File: src/rtl/dmf_pkg.sv
package dmf_pkg;
  typedef enum logic {
    MODE_STD  = 1'b0,
    MODE_FWFT = 1'b1
  } fifo_mode_e;

  typedef struct packed {
    logic out_n;
    logic in_n;
    logic half_n;
    logic ae_n;
    logic af_n;
  } flag_vec_t;
endpackage

File: src/rtl/dmf_mem.sv
module dmf_mem #(
  parameter int DW = 9,
  parameter int AW = 4
) (
  input  logic          clk,
  input  logic          clr,
  input  logic          we,
  input  logic [AW-1:0] waddr,
  input  logic [DW-1:0] wdata,
  input  logic          re,
  input  logic [AW-1:0] raddr,
  output logic [DW-1:0] rdata
);
  localparam int DEPTH = 1 << AW;

  logic [DW-1:0] ram [DEPTH];

  always_ff @(posedge clk) begin
    if (we) ram[waddr] <= wdata;
  end

  always_ff @(posedge clk) begin
    if (clr)     rdata <= '0;
    else if (re) rdata <= ram[raddr];
  end
endmodule

File: src/rtl/dmf_ctrl.sv
module dmf_ctrl
  import dmf_pkg::*;
#(
  parameter int AW = 4,
  localparam int CW = AW + 1
) (
  input  logic          clk,
  input  logic          mrst,
  input  logic          prst,
  input  logic          mode_sel,
  input  logic          wr_en,
  input  logic          rd_en,
  output logic          we,
  output logic          re,
  output logic [AW-1:0] waddr,
  output logic [AW-1:0] raddr,
  output fifo_mode_e    mode_q,
  output fifo_mode_e    mode_eff,
  output logic [CW-1:0] occ_q,
  output logic [CW-1:0] occ_nxt,
  output logic          shown_nxt
);
  localparam logic [CW-1:0] FULLV = CW'(1 << AW);

  logic [AW-1:0] wptr, rptr;
  logic [CW-1:0] mcnt, mcnt_n;
  logic          shown, shown_n, pop, clr;

  assign clr   = mrst | prst;
  assign waddr = wptr;
  assign raddr = rptr;
  assign occ_q = mcnt + CW'(shown);

  always_comb begin
    we = wr_en && (occ_q != FULLV);
    if (mode_q == MODE_FWFT) begin
      pop     = rd_en && shown;
      re      = (mcnt != '0) && (!shown || pop);
      shown_n = re | (shown & ~pop);
    end else begin
      pop     = rd_en && (mcnt != '0);
      re      = pop;
      shown_n = 1'b0;
    end
    mcnt_n    = mcnt + CW'(we) - CW'(re);
    occ_nxt   = clr ? '0 : mcnt_n + CW'(shown_n);
    shown_nxt = clr ? 1'b0 : shown_n;
    mode_eff  = mrst ? fifo_mode_e'(mode_sel) : mode_q;
  end

  always_ff @(posedge clk) begin
    if (mrst) mode_q <= fifo_mode_e'(mode_sel);
  end

  always_ff @(posedge clk) begin
    if (clr) begin
      wptr  <= '0;
      rptr  <= '0;
      mcnt  <= '0;
      shown <= 1'b0;
    end else begin
      wptr  <= wptr + AW'(we);
      rptr  <= rptr + AW'(re);
      mcnt  <= mcnt_n;
      shown <= shown_n;
    end
  end
endmodule

File: src/rtl/dmf_flags.sv
module dmf_flags
  import dmf_pkg::*;
#(
  parameter int AW = 4,
  localparam int CW = AW + 1
) (
  input  logic          clk,
  input  fifo_mode_e    mode,
  input  logic [CW-1:0] occ_nxt,
  input  logic          shown_nxt,
  input  logic [CW-1:0] ae_ofs,
  input  logic [CW-1:0] af_ofs,
  output flag_vec_t     flags_q
);
  localparam logic [CW-1:0] FULLV = CW'(1 << AW);
  localparam logic [CW-1:0] HALFV = CW'(1 << (AW - 1));

  flag_vec_t f;

  always_comb begin
    if (mode == MODE_FWFT) begin
      f.out_n = ~shown_nxt;
      f.in_n  = (occ_nxt == FULLV);
    end else begin
      f.out_n = (occ_nxt != '0);
      f.in_n  = (occ_nxt != FULLV);
    end
    f.half_n = !(occ_nxt > HALFV);
    f.ae_n   = !(occ_nxt <= ae_ofs);
    f.af_n   = !((FULLV - occ_nxt) <= af_ofs);
  end

  always_ff @(posedge clk) flags_q <= f;
endmodule

File: src/rtl/dmf_fifo.sv
module dmf_fifo
  import dmf_pkg::*;
#(
  parameter int DW = 9,
  parameter int AW = 4
) (
  input  logic          clk,
  input  logic          rst,
  input  logic          part_rst,
  input  logic          fwft_sel,
  input  logic          wr_en,
  input  logic [DW-1:0] wr_data,
  input  logic          rd_en,
  output logic [DW-1:0] rd_data,
  input  logic [AW:0]   ae_ofs,
  input  logic [AW:0]   af_ofs,
  output logic          out_stat_n,
  output logic          in_stat_n,
  output logic          half_n,
  output logic          aempty_n,
  output logic          afull_n
);
  localparam int CW = AW + 1;

  logic          we, re, shown_nxt;
  logic [AW-1:0] waddr, raddr;
  logic [CW-1:0] occ_q, occ_nxt;
  fifo_mode_e    mode_q, mode_eff;
  flag_vec_t     flags;

  dmf_ctrl #(.AW(AW)) u_ctrl (
    .clk(clk), .mrst(rst), .prst(part_rst), .mode_sel(fwft_sel),
    .wr_en(wr_en), .rd_en(rd_en), .we(we), .re(re),
    .waddr(waddr), .raddr(raddr), .mode_q(mode_q), .mode_eff(mode_eff),
    .occ_q(occ_q), .occ_nxt(occ_nxt), .shown_nxt(shown_nxt)
  );

  dmf_mem #(.DW(DW), .AW(AW)) u_mem (
    .clk(clk), .clr(rst | part_rst), .we(we), .waddr(waddr), .wdata(wr_data),
    .re(re), .raddr(raddr), .rdata(rd_data)
  );

  dmf_flags #(.AW(AW)) u_flags (
    .clk(clk), .mode(mode_eff), .occ_nxt(occ_nxt), .shown_nxt(shown_nxt),
    .ae_ofs(ae_ofs), .af_ofs(af_ofs), .flags_q(flags)
  );

  assign out_stat_n = flags.out_n;
  assign in_stat_n  = flags.in_n;
  assign half_n     = flags.half_n;
  assign aempty_n   = flags.ae_n;
  assign afull_n    = flags.af_n;
endmodule

File: config.mk
export PLATFORM = sky130hd
export DESIGN_NAME = dmf_fifo
export DESIGN_NICKNAME = d
export VERILOG_FILES = /design/src/rtl/dmf_pkg.sv /design/src/rtl/dmf_mem.sv /design/src/rtl/dmf_ctrl.sv /design/src/rtl/dmf_flags.sv /design/src/rtl/dmf_fifo.sv
export SDC_FILE = /design/constraint.sdc
export NUM_CORES = 1
export LEC_CHECK = 0
export ABC_CLOCK_PERIOD_IN_PS = 6500
export BUFFER_PORTS_ARGS = -buffer_cell sky130_fd_sc_hd__buf_4
export CORE_MARGIN = 2
export CORE_UTILIZATION = 25
export CTS_CLUSTER_SIZE = 24
export DETAILED_ROUTE_END_ITERATION = 12
export PLACE_DENSITY = 0.46
export SETUP_SLACK_MARGIN = 0.05
export SLEW_MARGIN = 10
export SYNTH_ARGS = -nofsm -noshare
export SYNTH_HDL_FRONTEND = slang
export SYNTH_SLANG_ARGS = --single-unit
File: constraint.sdc
create_clock -name clk -period 6.5 [get_ports clk]
set_input_delay 0.325 -clock clk [delete_from_list [all_inputs] [get_ports clk]]
set_output_delay 0.325 -clock clk [all_outputs]
set_load 0.01 [all_outputs]
==> results.yml, run 1 <==
sta:
  fin_crit_ns: 4.29
  max-slew-margin-rel: 0.260
  period_share: 0.660
  slew_violations: 0
  setup_ws_ns: 2.21
  worstMarginPinSlew_ns: 1.11
  setup_viol: 0
  clock.fmax_ghz: 0.233
  finalClockSkew_ns: 0.0204
  fin_setup_tns_ns: 0
  hold_viol: 0
  rsz0062_at_grt: "no"
pwr:
  p_leak_nw: 3.01
  powerDensity_mw_per_mm2: 367
  irDropWorstVdd_v: 0.000288
synthesis:
  synthCells: 421
  post-synth-top-count-cell: "edfxtp_1"
  synth_area_leader_cell: "edfxtp_1"
  synth-simple-area-share: 0.0483
  synth-xor-area-share: 0.0191
  syn_nets: 476
  avgSynthCellArea_um2: 17.3
  synth_fa_ha_area_frac: 0.0526
  yosys-top-cells-area: "edfxtp_1 59%, dfxtp_1 8.0%, mux4_1 7.2%, ha_1 5.0%, mux4_2 4.9%"
  ys_seq_area_frac: 0.674
  yosysWarnings: 0
  synth_commonest_cells: "144 x edfxtp_1, 29 x dfxtp_1, 29 x ha_1, 27 x nor2_1, 23 x inv_1"
  ys.flop_type: "edfxtp_1"
  async_flop_share: 0
  synth_top_area_share: 0.594
  synth.mux.area_fraction: 0.126
  synth_compound_area_frac: 0.0534
  synth_seq_cells: 173
  synthDistinctLibCells: 44
  synth-edff-count: 144
  synth_top_family_by_area: "multiplexers"
  netlist_area_mm2: 0.00728
layout:
  syn_to_final_growth_pct: 17.7
  antennaDiodeCount: 0
  final.fill_count: 2843
  drive_above_1_share: 0.203
  final_nets: 525
clocking:
  cts_buffers: 17
  worstSkewPairLatency_ns: 0.43
  post_cts_buffers: 0
  clockBufferDepth: 2
  cts_max_level: 4
  post_cts_resized: 0
  clk_pin_slew_worst_paths_ns: 0.07
  root_buffer: "clkbuf_16"
  clock-sinks: 173
  holdBufCountCts: 0
  cts_tree: "built"
setup_path:
  reg2reg_slack_ns: 2.21
  worstReg2RegStart: "u_ctrl.shown"
  cp_data_required_time_ns: 6.82
  cp_max_fo: 3
  critical_path_class: "flip-flop to flip-flop"
  end_kind: "flip-flop"
  regToRegEndpoint: "u_flags.flags_q[0]"
  r2r_cells: 22
  start_kind: "flip-flop"
  cp.arrival_ns: 4.61
placed_design:
  gp_congestion: 0.707
  dp_slack_ns: 2.23
  dp_hpwl_mm: 9.80
  io_buffers: 38
detailed_routing:
  wl_mm: 14.9
  vias: 3700
  drt_iter0_markers: 226
  post-route-drc-count: 0
  vias_per_cell: 4.27
  avgRoutedWirePerCell_um: 17.3
  ant_nets: 0
  firstDrtPassIters: 4
global_route:
  grt_pass1_wl_mm: 23.2
  grtUsageTotal: 0.104
  grt_pass1_vias: 3928
  grt_max_degree: 37
  grt-ovfl-total: 0
  grt_antenna_before_repair: 0
min_path:
  hold_depth: 3
  min_delay_worst_endpoint: "u_ctrl.mode_q"
  min-delay-start: "fwft_sel"
  min_path_type: "input pin to flip-flop"
floorplanning:
  die_width_um: 175
  die-height_um: 175
  start_util: 0.254
  core_mm2: 0.0287
  die-area_mm2: 0.0305
  io-pin-count: 39
  rows: 62
outcome:
  outcome: "finished, final reports clean"
job:
  drv_cap: 0
## stage by stage
stage	hold WS, ns	util	total power, mW	cells	cell area [µm²]
final	0.188	0.299	3.14	866	8570
after global routing	0.179	0.299	3.34	866	8570
after CTS	0.160	0.299	3.19	866	8570
after detailed placement	0.451	0.278	2.18	835	7990
after global placement	0.447	0.278	2.17	835	7990
after floorplan	0.424	-	1.96	421	7280
## layer usage
| layer | wire length, µm | vias up | global-route usage |
|---|---|---|---|
| met5 | 0 | - | 0 |
| li1 | - | 1752 | - |
| met1 | 6710 | 1870 | 0.131 |
| met3 | 495 | 10 | 0.0294 |
| met4 | 201 | 0 | 0.0351 |
| met2 | 7540 | 68 | 0.170 |
## registers in the layout (all words and copies together) (netlist names)
name	cells
u_ctrl.waddr	4
u_mem.ram	144
u_ctrl.mcnt	5
u_flags.flags_q	5
u_ctrl.mode_q	1
u_mem.rdata	9
u_ctrl.shown	1
u_ctrl.raddr	4
## cells by family (layout without fill, tap and decap cells)
logic type,after synthesis,after routing
flip-flops,173,173
buffers and inverters,38,99
adder cells (fa/ha/maj),30,30
AO/OA/AOI/OAI,56,56
XOR/XNOR,15,15
multiplexers,39,39
AND/OR/NAND/NOR,70,70
## final cells by class
cell class / instances / area, µm² / area share
Clock buffer: 17 / 425 / 0.0496
Clock inverter: 14 / 153 / 0.0178
Inverter: 23 / 86.3 / 0.0101
Multi-Input combinational cell: 210 / 2180 / 0.255
Sequential cell: 173 / 4910 / 0.572
Tap cell: 384 / 480 / 0.0560
Timing Repair Buffer: 45 / 338 / 0.0394
## critical path, cell delays in order, from the launching register on
cell     delay, ns
dfxtp_1       0.32
ha_1          0.21
ha_1          0.20
nor3b_1       0.20
a31oi_1       0.08
o41ai_2       0.32
ha_1          0.30
inv_1         0.06
ha_1          0.16
inv_1         0.05
fa_1          0.50
inv_1         0.06
ha_1          0.23
nor3b_1       0.15
mux2i_1       0.17
xor2_1        0.23
nand2_1       0.09
ha_1          0.27
inv_1         0.04
ha_1          0.26
inv_1         0.07
a21oi_1       0.04
o22a_1        0.17
## layout by cell type (no fill, tap or decap), types with 4 or more instances in the layout
master	count
nor3_1	4
dfxtp_1	28
inv_6	4
xor2_1	6
a21o_1	10
ha_1	29
xnor2_1	8
o21ai_0	4
inv_8	4
nor2_1	26
clkbuf_16	17
and2_1	8
edfxtp_1	144
a21oi_1	14
nor2b_1	5
nand2_1	8
a22oi_1	20
inv_1	23
mux4_1	20
nand2b_1	4
buf_4	45
mux4_2	16
## how the worst max path moves through the flow
stage	startpoint	slack, ns	to	cells after the start
3_3_place_gp	u_ctrl.shown	2.31	u_flags.flags_q[0]	22
5_1_grt	u_ctrl.mcnt[0]	1.84	u_flags.flags_q[0]	22
4_1_cts	u_ctrl.mcnt[0]	2.17	u_flags.flags_q[0]	22
6_report	u_ctrl.shown	2.21	u_flags.flags_q[0]	22
2_1_floorplan	u_ctrl.shown	2.54	u_flags.flags_q[0]	22
3_5_place_dp	u_ctrl.shown	2.23	u_flags.flags_q[0]	22
## power breakdown
| part | leakage, nW | switching, mW | total [mW] | internal (mW) |
|---|---|---|---|---|
| combinational | 1.20 | 0.436 | 0.833 | 0.397 |
| clock | 0.275 | 0.457 | 0.999 | 0.543 |
| sequential | 1.54 | 0.0544 | 1.31 | 1.26 |
Power figures use the tool's default switching activity.
==> run 2, diff against run 1 <==
--- a/config.mk
+++ b/config.mk
@@ -5,7 +5,7 @@
 export SDC_FILE = /design/constraint.sdc
 export NUM_CORES = 1
 export LEC_CHECK = 0
-export ABC_CLOCK_PERIOD_IN_PS = 6500
+export ABC_CLOCK_PERIOD_IN_PS = 4050
 export BUFFER_PORTS_ARGS = -buffer_cell sky130_fd_sc_hd__buf_4
 export CORE_MARGIN = 2
 export CORE_UTILIZATION = 25
==> constraint.sdc (replaced) <==
create_clock -name clk -period 4.05 [get_ports clk]
set_input_delay 0.2025 -clock clk [delete_from_list [all_inputs] [get_ports clk]]
set_output_delay 0.2025 -clock clk [all_outputs]
set_load 0.01 [all_outputs]
==> run 2 against run 1 <==
Net effect:
- die area stayed put
- total power is 74% higher
- global-route usage is 0.10 points higher
- sequential power is 60% higher
- critical path type unchanged
==> results.yml, run 2 (synthesized netlist as in run 1, its figures left out) <==
sta:
  max-slew-margin-rel: 0.287
  fin_crit_ns: 3.97
  hold_viol: 0
  worstMarginPinSlew_ns: 1.07
  setup_ws_ns: 0.0759
  setup_viol: 0
  holdWs_ns: 0.0633
  clock.fmax_ghz: 0.252
  fin_setup_tns_ns: 0
  finalClockSkew_ns: 0.0108
  rsz0062_at_grt: "yes"
  period_share: 0.981
  slew_violations: 0
setup_path:
  critical_path.cell_chain: "ha_4 -> ha_4 -> nor3b_2 -> a31oi_1 -> o41ai_2 -> ha_1 -> inv_2 -> ha_4 -> inv_2 -> fa_2 -> inv_2 -> ha_4 -> nand2_1 -> ha_1 -> ha_1 -> nor2b_1 -> o21a_1 -> o21ai_0 -> a21oi_2 -> o22a_1"
  worst_path_max_delay_cell: "fa_2"
  end_kind: "flip-flop"
  critPathMostFrequentCell: "ha_4"
  start_kind: "flip-flop"
  cp_max_fo: 2
  critical_path_class: "flip-flop to flip-flop"
  cp.arrival_ns: 4.30
  cp_data_required_time_ns: 4.37
  critPathMaxStageDelay_ns: 0.53
layout:
  drive_above_1_share: 0.292
  layout_common_cells: "144 x edfxtp_1, 73 x buf_4, 26 x nor2_1"
  largest_reg_flops: 144
  antennaDiodeCount: 0
  fin_util: 0.310
  final_area_mm2: 0.00891
  final_nets: 553
  largest-register: "u_mem.ram"
  layout_commonest_cell: "edfxtp_1"
  reg_top3: "u_mem.ram x144, u_mem.rdata x9"
  syn_to_final_growth_pct: 22.3
clocking:
  cts_tree: "built"
  clk_pin_slew_worst_paths_ns: 0.07
  clock-sinks: 173
  clockBufferDepth: 2
  root_buffer: "clkbuf_16"
  worstSkewPairLatency_ns: 0.42
  holdBufCountCts: 0
  cts_buffers: 17
  cts_max_level: 4
detailed_routing:
  avgRoutedWirePerCell_um: 17.0
  drt_iter0_markers: 245
  vias: 3874
  vias_per_cell: 4.33
  ant_nets: 0
  firstDrtPassIters: 4
  wl_mm: 15.2
  post-route-drc-count: 0
global_route:
  grt_pass1_wl_mm: 23.7
  grt-ovfl-total: 0
  grt_pass1_vias: 4145
  grt_max_degree: 37
  grtUsageTotal: 0.105
  grt_antenna_before_repair: 0
pwr:
  pwr-share-comb: 0.322
  p_leak_nw: 3.15
  irDropWorstVdd_v: 0.000450
  swShare: 0.304
  power_frac_clock: 0.292
  p_sw_mw: 1.66
  intPower_mw: 3.80
  p_seq_frac: 0.386
  powerDensity_mw_per_mm2: 612
placed_design:
  dp_slack_ns: -0.166
  io_buffers: 38
  postPlaceCellArea_mm2: 0.00817
  gp_congestion: 0.735
  dp_hpwl_mm: 9.91
floorplanning:
  rows: 62
  core_mm2: 0.0287
  die_width_um: 175
  die-area_mm2: 0.0305
  die-height_um: 175
  start_util: 0.254
  io-pin-count: 39
min_path:
  min_path_type: "input pin to flip-flop"
job:
  drv_cap: 0
outcome:
  outcome: "finished, final reports clean"
## run 2: changes by cell type in the layout (fill, tap and decap cells not counted), sizes merged
cell / before / now
buf: 45 / 73
clkinvlp: 3 / 2
clkinv: 2 / 5
inv: 31 / 29
## run 2: layer usage
metal  wire length (µm)  vias up  global-route usage
li1                   -     1802                   -
met5                  0        -                   0
met2               7590       69               0.177
met3                533       15              0.0272
met1               6740     1988               0.129
met4                321        0              0.0382
## run 2: path summary, 6_finish.rpt
check / from / to / slack [ns] / cells after the start
worst max-delay path: u_ctrl.shown / u_flags.flags_q[0] / 0.08 / 20
worst min-delay path: fwft_sel / u_ctrl.mode_q / 0.06 / 3
worst max register to register: u_ctrl.shown / u_flags.flags_q[0] / 0.08 / 20
worst min register to register: u_mem.rdata[1] / u_mem.rdata[1] / 0.46 / 1
## run 2: power by group through the flow
stage,clock [mW],combinational [mW],sequential [mW]
after floorplan,0,1.03,2.12
after global placement,0,1.53,2.14
after detailed placement,0,1.54,2.14
after CTS,1.64,1.68,2.11
after global routing,1.70,1.98,2.12
final,1.59,1.76,2.10
## run 2: area by class of cell
class | instances | area, µm²
fillers | 2823 | 19800
well taps | 384 | 480
flip-flops and latches | 173 | 4910
clock buffers | 17 | 425
repair buffers | 73 | 548
multi-input cells | 210 | 2300
clock inverters | 14 | 155
inverters | 23 | 86.3
## run 2: stage by stage
step / total power [mW] / cells
detailed placement: 3.68 / 858
floorplan: 3.15 / 421
CTS: 5.42 / 894
finish: 5.45 / 894
global route: 5.80 / 894
global placement: 3.67 / 858
## run 2: worst max-delay path, delay by kind of cell, from the launching register on
| kind | cells | cell delay (ns) |
|---|---|---|
| AO/OA/AOI/OAI | 6 | 0.91 |
| adder cells (fa/ha/maj) | 8 | 2.11 |
| buffers and inverters | 3 | 0.15 |
| flip-flops | 1 | 0.34 |
| AND/OR/NAND/NOR | 3 | 0.35 |
## run 2: what timing repair did
action / 4_1_cts / 5_1_grt
buffers inserted: 5 / 0
hold endpoints to repair: 0 / 0
pin swaps: 14 / 7
setup endpoints to repair: 2 / 3
resized for setup: 20 / 9
